**config.mk**
```make
export PLATFORM = sky130hd
export DESIGN_NAME = dual_read_master
export DESIGN_NICKNAME = d
export VERILOG_FILES = /design/src/rtl/dqr_pkg.sv /design/src/rtl/dqr_phase.sv /design/src/rtl/dqr_hdr_shift.sv /design/src/rtl/dqr_byte_asm.sv /design/src/rtl/dqr_out_reg.sv /design/src/rtl/dual_read_master.sv
export SDC_FILE = /design/constraint.sdc
export NUM_CORES = 1
export LEC_CHECK = 0
export CAP_MARGIN = 10
export CORE_MARGIN = 2
export CORE_UTILIZATION = 55
export DETAILED_ROUTE_END_ITERATION = 7
export PLACE_DENSITY = 0.8
export SYNTH_ARGS = -nofsm -noshare
export SYNTH_HDL_FRONTEND = slang
export SYNTH_HIERARCHICAL = 1
export SYNTH_SLANG_ARGS = --single-unit
```
**constraint.sdc**
```tcl
create_clock -name clk -period 4.7 [get_ports clk]
set_input_delay 0.94 -clock clk [delete_from_list [all_inputs] [get_ports clk]]
set_output_delay 0.94 -clock clk [all_outputs]
set_load 0.02 [all_outputs]
```
**src/rtl/dqr_pkg.sv**
```systemverilog
package dqr_pkg;

    localparam int CMD_W        = 8;
    localparam int ADDR_W       = 24;
    localparam int DUMMY_CLKS   = 8;
    localparam int HDR_W        = CMD_W + ADDR_W;
    localparam int DATA_CLK     = HDR_W + DUMMY_CLKS;
    localparam int BYTE_W       = 8;
    localparam int LANES        = 2;
    localparam int CLKS_PER_BYTE = BYTE_W / LANES;
    localparam int CK_W         = $clog2(DATA_CLK + 1);

    typedef enum logic [1:0] {
        ST_IDLE = 2'd0,
        ST_LOW  = 2'd1,
        ST_HIGH = 2'd2,
        ST_GAP  = 2'd3
    } seq_state_t;

endpackage

```
**src/rtl/dqr_phase.sv**
```systemverilog
module dqr_phase #(
    parameter int DIV_W = 8
) (
    input  logic             clk,
    input  logic             rst_n,
    input  logic             clear,
    input  logic             run,
    input  logic [DIV_W-1:0] half,
    output logic             phase_end
);
    typedef struct packed {
        logic [DIV_W-1:0] cnt;
    } ph_regs_t;

    ph_regs_t r_d, r_q;

    always_comb begin
        r_d       = r_q;
        phase_end = run && (r_q.cnt == half);
        if (clear) begin
            r_d.cnt = '0;
        end else if (run) begin
            r_d.cnt = phase_end ? '0 : r_q.cnt + 1'b1;
        end
    end

    always_ff @(posedge clk or negedge rst_n) begin
        if (!rst_n) r_q <= '0;
        else        r_q <= r_d;
    end
endmodule

```
**src/rtl/dqr_hdr_shift.sv**
```systemverilog
module dqr_hdr_shift #(
    parameter int W = 32
) (
    input  logic         clk,
    input  logic         rst_n,
    input  logic         load,
    input  logic [W-1:0] load_val,
    input  logic         shift,
    output logic         mosi
);
    typedef struct packed {
        logic [W-1:0] sr;
    } hs_regs_t;

    hs_regs_t r_d, r_q;

    always_comb begin
        r_d = r_q;
        if (load) begin
            r_d.sr = load_val;
        end else if (shift) begin
            r_d.sr = {r_q.sr[W-2:0], 1'b0};
        end
        mosi = r_q.sr[W-1];
    end

    always_ff @(posedge clk or negedge rst_n) begin
        if (!rst_n) r_q <= '0;
        else        r_q <= r_d;
    end
endmodule

```
**src/rtl/dqr_byte_asm.sv**
```systemverilog
module dqr_byte_asm #(
    parameter int BYTE_W = 8,
    parameter int LANES  = 2
) (
    input  logic              clk,
    input  logic              rst_n,
    input  logic              clear,
    input  logic              sample,
    input  logic [LANES-1:0]  lanes,
    output logic              byte_done,
    output logic [BYTE_W-1:0] byte_val,
    output logic              step_zero
);
    localparam int STEPS  = BYTE_W / LANES;
    localparam int STEP_W = (STEPS > 1) ? $clog2(STEPS) : 1;

    typedef struct packed {
        logic [BYTE_W-1:0] acc;
        logic [STEP_W-1:0] step;
    } ba_regs_t;

    ba_regs_t r_d, r_q;

    always_comb begin
        r_d       = r_q;
        byte_val  = {r_q.acc[BYTE_W-LANES-1:0], lanes};
        byte_done = sample && (r_q.step == STEP_W'(STEPS - 1));
        step_zero = (r_q.step == '0);
        if (clear) begin
            r_d.acc  = '0;
            r_d.step = '0;
        end else if (sample) begin
            r_d.acc  = byte_val;
            r_d.step = byte_done ? '0 : r_q.step + 1'b1;
        end
    end

    always_ff @(posedge clk or negedge rst_n) begin
        if (!rst_n) r_q <= '0;
        else        r_q <= r_d;
    end
endmodule

```
**src/rtl/dqr_out_reg.sv**
```systemverilog
module dqr_out_reg #(
    parameter int W = 8
) (
    input  logic         clk,
    input  logic         rst_n,
    input  logic         load,
    input  logic [W-1:0] din,
    input  logic         ready,
    output logic         valid,
    output logic [W-1:0] dout
);
    typedef struct packed {
        logic         v;
        logic [W-1:0] d;
    } or_regs_t;

    or_regs_t r_d, r_q;

    always_comb begin
        r_d = r_q;
        if (load) begin
            r_d.v = 1'b1;
            r_d.d = din;
        end else if (r_q.v && ready) begin
            r_d.v = 1'b0;
        end
        valid = r_q.v;
        dout  = r_q.d;
    end

    always_ff @(posedge clk or negedge rst_n) begin
        if (!rst_n) r_q <= '0;
        else        r_q <= r_d;
    end
endmodule

```
**src/rtl/dual_read_master.sv**
```systemverilog
module dual_read_master #(
    parameter logic [7:0] READ_CMD = 8'h3B,
    parameter int         LEN_W    = 16,
    parameter int         DIV_W    = 8
) (
    input  logic             clk,
    input  logic             rst_n,
    input  logic [DIV_W-1:0] cfg_half,
    input  logic             req_valid,
    output logic             req_ready,
    input  logic [23:0]      req_addr,
    input  logic [LEN_W-1:0] req_len,
    output logic             done,
    output logic             out_valid,
    input  logic             out_ready,
    output logic [7:0]       out_data,
    output logic             fl_cs_n,
    output logic             fl_sck,
    output logic             fl_mosi,
    input  logic             fl_rx_even,
    input  logic             fl_rx_odd
);
    import dqr_pkg::*;

    typedef struct packed {
        seq_state_t       state;
        logic             cs_n;
        logic             sck;
        logic [CK_W-1:0]  ck;
        logic [LEN_W-1:0] left;
        logic [DIV_W-1:0] half;
        logic             done;
    } seq_regs_t;

    seq_regs_t r_d, r_q;

    logic              accept, accept_go, in_data, stall, run;
    logic              phase_end, sample, shift;
    logic              byte_done, step_zero;
    logic [BYTE_W-1:0] byte_val;

    dqr_phase #(.DIV_W(DIV_W)) u_phase (
        .clk       (clk),
        .rst_n     (rst_n),
        .clear     (accept_go),
        .run       (run),
        .half      (r_q.half),
        .phase_end (phase_end)
    );

    dqr_hdr_shift #(.W(HDR_W)) u_hdr (
        .clk      (clk),
        .rst_n    (rst_n),
        .load     (accept_go),
        .load_val ({READ_CMD, req_addr}),
        .shift    (shift),
        .mosi     (fl_mosi)
    );

    dqr_byte_asm #(.BYTE_W(BYTE_W), .LANES(LANES)) u_asm (
        .clk       (clk),
        .rst_n     (rst_n),
        .clear     (accept_go),
        .sample    (sample),
        .lanes     ({fl_rx_odd, fl_rx_even}),
        .byte_done (byte_done),
        .byte_val  (byte_val),
        .step_zero (step_zero)
    );

    dqr_out_reg #(.W(BYTE_W)) u_out (
        .clk   (clk),
        .rst_n (rst_n),
        .load  (byte_done),
        .din   (byte_val),
        .ready (out_ready),
        .valid (out_valid),
        .dout  (out_data)
    );

    always_comb begin
        accept    = (r_q.state == ST_IDLE) && req_valid;
        accept_go = accept && (req_len != '0);
        in_data   = (r_q.ck == CK_W'(DATA_CLK));
        stall     = (r_q.state == ST_LOW) && in_data && step_zero && out_valid;
        run       = ((r_q.state == ST_LOW) && !stall) ||
                    (r_q.state == ST_HIGH) || (r_q.state == ST_GAP);
        sample    = (r_q.state == ST_LOW) && phase_end && in_data;
        shift     = (r_q.state == ST_HIGH) && phase_end;

        r_d      = r_q;
        r_d.done = 1'b0;

        unique case (r_q.state)
            ST_IDLE: begin
                if (accept) begin
                    if (accept_go) begin
                        r_d.state = ST_LOW;
                        r_d.cs_n  = 1'b0;
                        r_d.sck   = 1'b0;
                        r_d.ck    = '0;
                        r_d.left  = req_len;
                        r_d.half  = cfg_half;
                    end else begin
                        r_d.done  = 1'b1;
                    end
                end
            end
            ST_LOW: begin
                if (phase_end) begin
                    r_d.sck   = 1'b1;
                    r_d.state = ST_HIGH;
                    if (byte_done) r_d.left = r_q.left - 1'b1;
                end
            end
            ST_HIGH: begin
                if (phase_end) begin
                    r_d.sck = 1'b0;
                    if (!in_data) r_d.ck = r_q.ck + 1'b1;
                    if (in_data && step_zero && (r_q.left == '0)) begin
                        r_d.state = ST_GAP;
                        r_d.cs_n  = 1'b1;
                        r_d.done  = 1'b1;
                    end else begin
                        r_d.state = ST_LOW;
                    end
                end
            end
            default: begin
                if (phase_end) r_d.state = ST_IDLE;
            end
        endcase

        req_ready = (r_q.state == ST_IDLE);
        done      = r_q.done;
        fl_cs_n   = r_q.cs_n;
        fl_sck    = r_q.sck;
    end

    always_ff @(posedge clk or negedge rst_n) begin
        if (!rst_n) begin
            r_q       <= '0;
            r_q.state <= ST_IDLE;
            r_q.cs_n  <= 1'b1;
        end else begin
            r_q <= r_d;
        end
    end
endmodule

```
==> metrics.cfg <==
[status]
status = finished, final reports clean

[setup_path]
cp_top_family = simple AND/OR/NAND/NOR gates
slowest_stage = and4_1
cp-startpoint = r_q[25]
r2r-end = r_q[14]
crit_path_start_kind = flip-flop
worst-setup-path-type = flip-flop to flip-flop
crit_cells = 12
cp.arrival_ps = 4330
crit_top_cell = inv_1
crit_fanout = 15
cp.required_ps = 4940
max_stage_delay_ps = 600
r2r_start = r_q[25]
critPathBufInv = 2
endpoint = r_q[14]
cp-end-kind = flip-flop
reg2reg_depth = 12
r2r_slack_ps = 620
crit_path_cell_trace = inv_1 -> ha_1 -> nor4bb_1 -> nand4_1 -> a21o_1 -> inv_1 -> nor3_4 -> and4_1 -> and2_2 -> nand3_1 -> a221oi_1 -> o21ai_0

[place]
place_ws_ps = 693.9
place.gp.congestion = 0.8976
placed_area_um2 = 5403
dp_hpwl_um = 6893
port_buffers = 67

[pwr]
p_int_mw = 1.781
peakVddDrop_mv = 0.2580
pwr_density_cell_nw_per_um2 = 492.4
switching_share = 0.3555
clock_power_share = 0.211
p_sw_uw = 982.8
combPwrFrac = 0.304
p_leak_nw = 2.270
p_seq_frac = 0.485

[logic_synthesis]
syn_area_per_cell_um2 = 10.18
yosys_register_bits = 92
synth_flop_cell = dfrtp_1
ys_seq_area_frac = 0.4824
syn_area_um2 = 4775
yosysWarningCount = 6
async_flop_share = 1.000
ys_types = 62
synth_edf_count = 0
syn_inst = 469

[timing]
max_slew_margin = 0.4529
setup_violations = 0
period_share = 0.8691
hold_violations = 0
fin_crit_ps = 4085
max_freq_mhz = 244.8
fin_ws_ps = 615.3
tns_ps = 0
slew_viol_final = 0
tightest_slew_ps = 820.6
finalClockSkew_ps = 14.75
rsz0062_at_grt = false

[grt]
antenna_found_initial = 0
grt_max_degree = 68
grt_pass1_wl_um = 17280
track_usage = 0.2209
grt-ovfl-total = 0
grt_pass1_vias = 3706

[clock_network]
cts_tree = done
postCtsResizedCells = 0
cts_setup_buffers = 0
clock_path_buffers = 2
htree_levels = 3
cts_root_buf = clkbuf_8
cts_buffers = 9
cts.sinks = 92
clkTransAtPathRegs_ps = 100
ctsHoldBuffers = 0
clk_latency_ps = 370

[floorplan]
rows = 33
die_y_um = 97.17
die-area_um2 = 9442
die_x_um = 97.17
start_util = 0.5753
top_level_ports = 68
core_area_um2 = 8299

[min_path]
hold_class = flip-flop to flip-flop
hp-start = r_q[5]

[final_layout]
final_area_um2 = 5614
n_antenna_cell = 0
fin_util = 0.6765
mostFrequentLayoutCells = 91 x dfrtp_1, 69 x nand2_1, 66 x clkdlybuf4s50_1
fill_cells = 637
nNetsFinal = 585
drive_gt1_frac = 0.08696
syn_to_final_growth_pct = 17.58
layout_commonest_cell = dfrtp_1

[routing]
wl_per_cell_um = 15.49
route.detailed.drc = 0
drt_first_iter_violations = 160
antenna_left = 0
wl_um = 9819
vias = 3633
via_per_inst = 5.730
first_pass_iters = 4

[flow_run]
drv_cap = 0

worst min path at each step:
stage | endpoint | cells after the start
2_1_floorplan | r_q[3] | 2
3_5_place_dp | r_q[5] | 2
6_report | r_q[5] | 2
3_3_place_gp | r_q[5] | 2
5_1_grt | r_q[6] | 2
4_1_cts | r_q[4] | 2
metrics by stage:
stage / total power, mW / instances / hold WS [ps]
finish: 2.764 / 634 / 514.5
global route: 2.966 / 634 / 532.7
CTS: 2.776 / 634 / 516.4
detailed placement: 2.196 / 619 / 496.3
global placement: 2.143 / 619 / 485.2
floorplan: 1.936 / 475 / 466.5
cell families after synthesis:
kind of cell / count (synthesis) / synth area share
AOI/OAI and AO/OA: 90 / 0.1185
xor gates and xnor gates: 19 / 0.03485
adders and majority gates: 6 / 0.01572
buffers and inverters: 46 / 0.06054
DFF: 92 / 0.4824
muxes: 48 / 0.1090
other: 2 / 0.001573
and+or+nand+nor: 166 / 0.1774
final cells by class:
cell class              instances  area, um2  area share
flip-flops and latches         92       2303      0.4103
multi-input cells             337       2206      0.3929
inverters                      11      41.29    0.007355
well taps                     105      131.4     0.02340
repair buffers                 74      720.7      0.1284
clock inverters                 6      87.58     0.01560
clock buffers                   9      123.9     0.02206
power groups by stage:
stage | combinational, mW | clock, mW | sequential (mW)
finish | 0.840 | 0.583 | 1.34
global route | 0.955 | 0.624 | 1.39
CTS | 0.848 | 0.589 | 1.34
detailed placement | 0.845 | 0 | 1.35
global placement | 0.806 | 0 | 1.34
floorplan | 0.655 | 0 | 1.28
sequential cells by signal (all words and copies together), names as in the netlist:
signal / cells
u_hdr/r_q: 32
r_q: 32
fl_sck: 1
u_out/dout: 8
u_phase/r_q: 8
fl_cs_n: 1
u_asm/byte_val: 6
done: 1
u_asm/r_q: 2
u_out/valid: 1
worst register-to-register path: cells and delay by family, from the launching register on:
kind / cells / cell delay (ps)
and+or+nand+nor: 6 / 2320
DFF: 1 / 380
adders and majority gates: 1 / 190
AOI/OAI and AO/OA: 3 / 870
buffers and inverters: 2 / 200
cell usage after synthesis, types with 3 or more instances:
| master | number | share of area |
|---|---|---|
| buf_12 | 3 | 0.013 |
| o211ai_1 | 5 | 0.0079 |
| o21ai_1 | 28 | 0.029 |
| buf_1 | 3 | 0.0024 |
| ha_1 | 6 | 0.016 |
| mux2i_1 | 40 | 0.084 |
| buf_2 | 6 | 0.0063 |
| nand2b_1 | 6 | 0.0079 |
| a221o_1 | 3 | 0.0063 |
| nor3_1 | 10 | 0.010 |
| dfrtp_1 | 91 | 0.48 |
| xnor2_1 | 11 | 0.020 |
| nand3_1 | 4 | 0.0042 |
| inv_1 | 10 | 0.0079 |
| nor4_1 | 9 | 0.012 |
| a21oi_1 | 10 | 0.010 |
| nand4_1 | 9 | 0.012 |
| mux2_4 | 8 | 0.025 |
| and3_1 | 4 | 0.0052 |
| nor2_1 | 30 | 0.024 |
| buf_4 | 10 | 0.016 |
| a21o_1 | 3 | 0.0047 |
| nor2b_1 | 3 | 0.0039 |
| buf_6 | 3 | 0.0071 |
| o21ai_0 | 17 | 0.018 |
| clkbuf_1 | 10 | 0.0079 |
| o311ai_0 | 4 | 0.0073 |
| nand2_1 | 69 | 0.054 |
| xor2_1 | 8 | 0.015 |
metal layers:
metal | part of all wire | track usage | up-vias | wire length [um]
met5 | 0 | 0 | - | 0
met4 | 0.021 | 0.09751 | 0 | 209
met3 | 0.049 | 0.03309 | 18 | 480
met2 | 0.50 | 0.3638 | 102 | 4899
met1 | 0.43 | 0.2913 | 1756 | 4229
li1 | - | - | 1757 | -
Note: power is estimated with default switching activity, not from simulation.
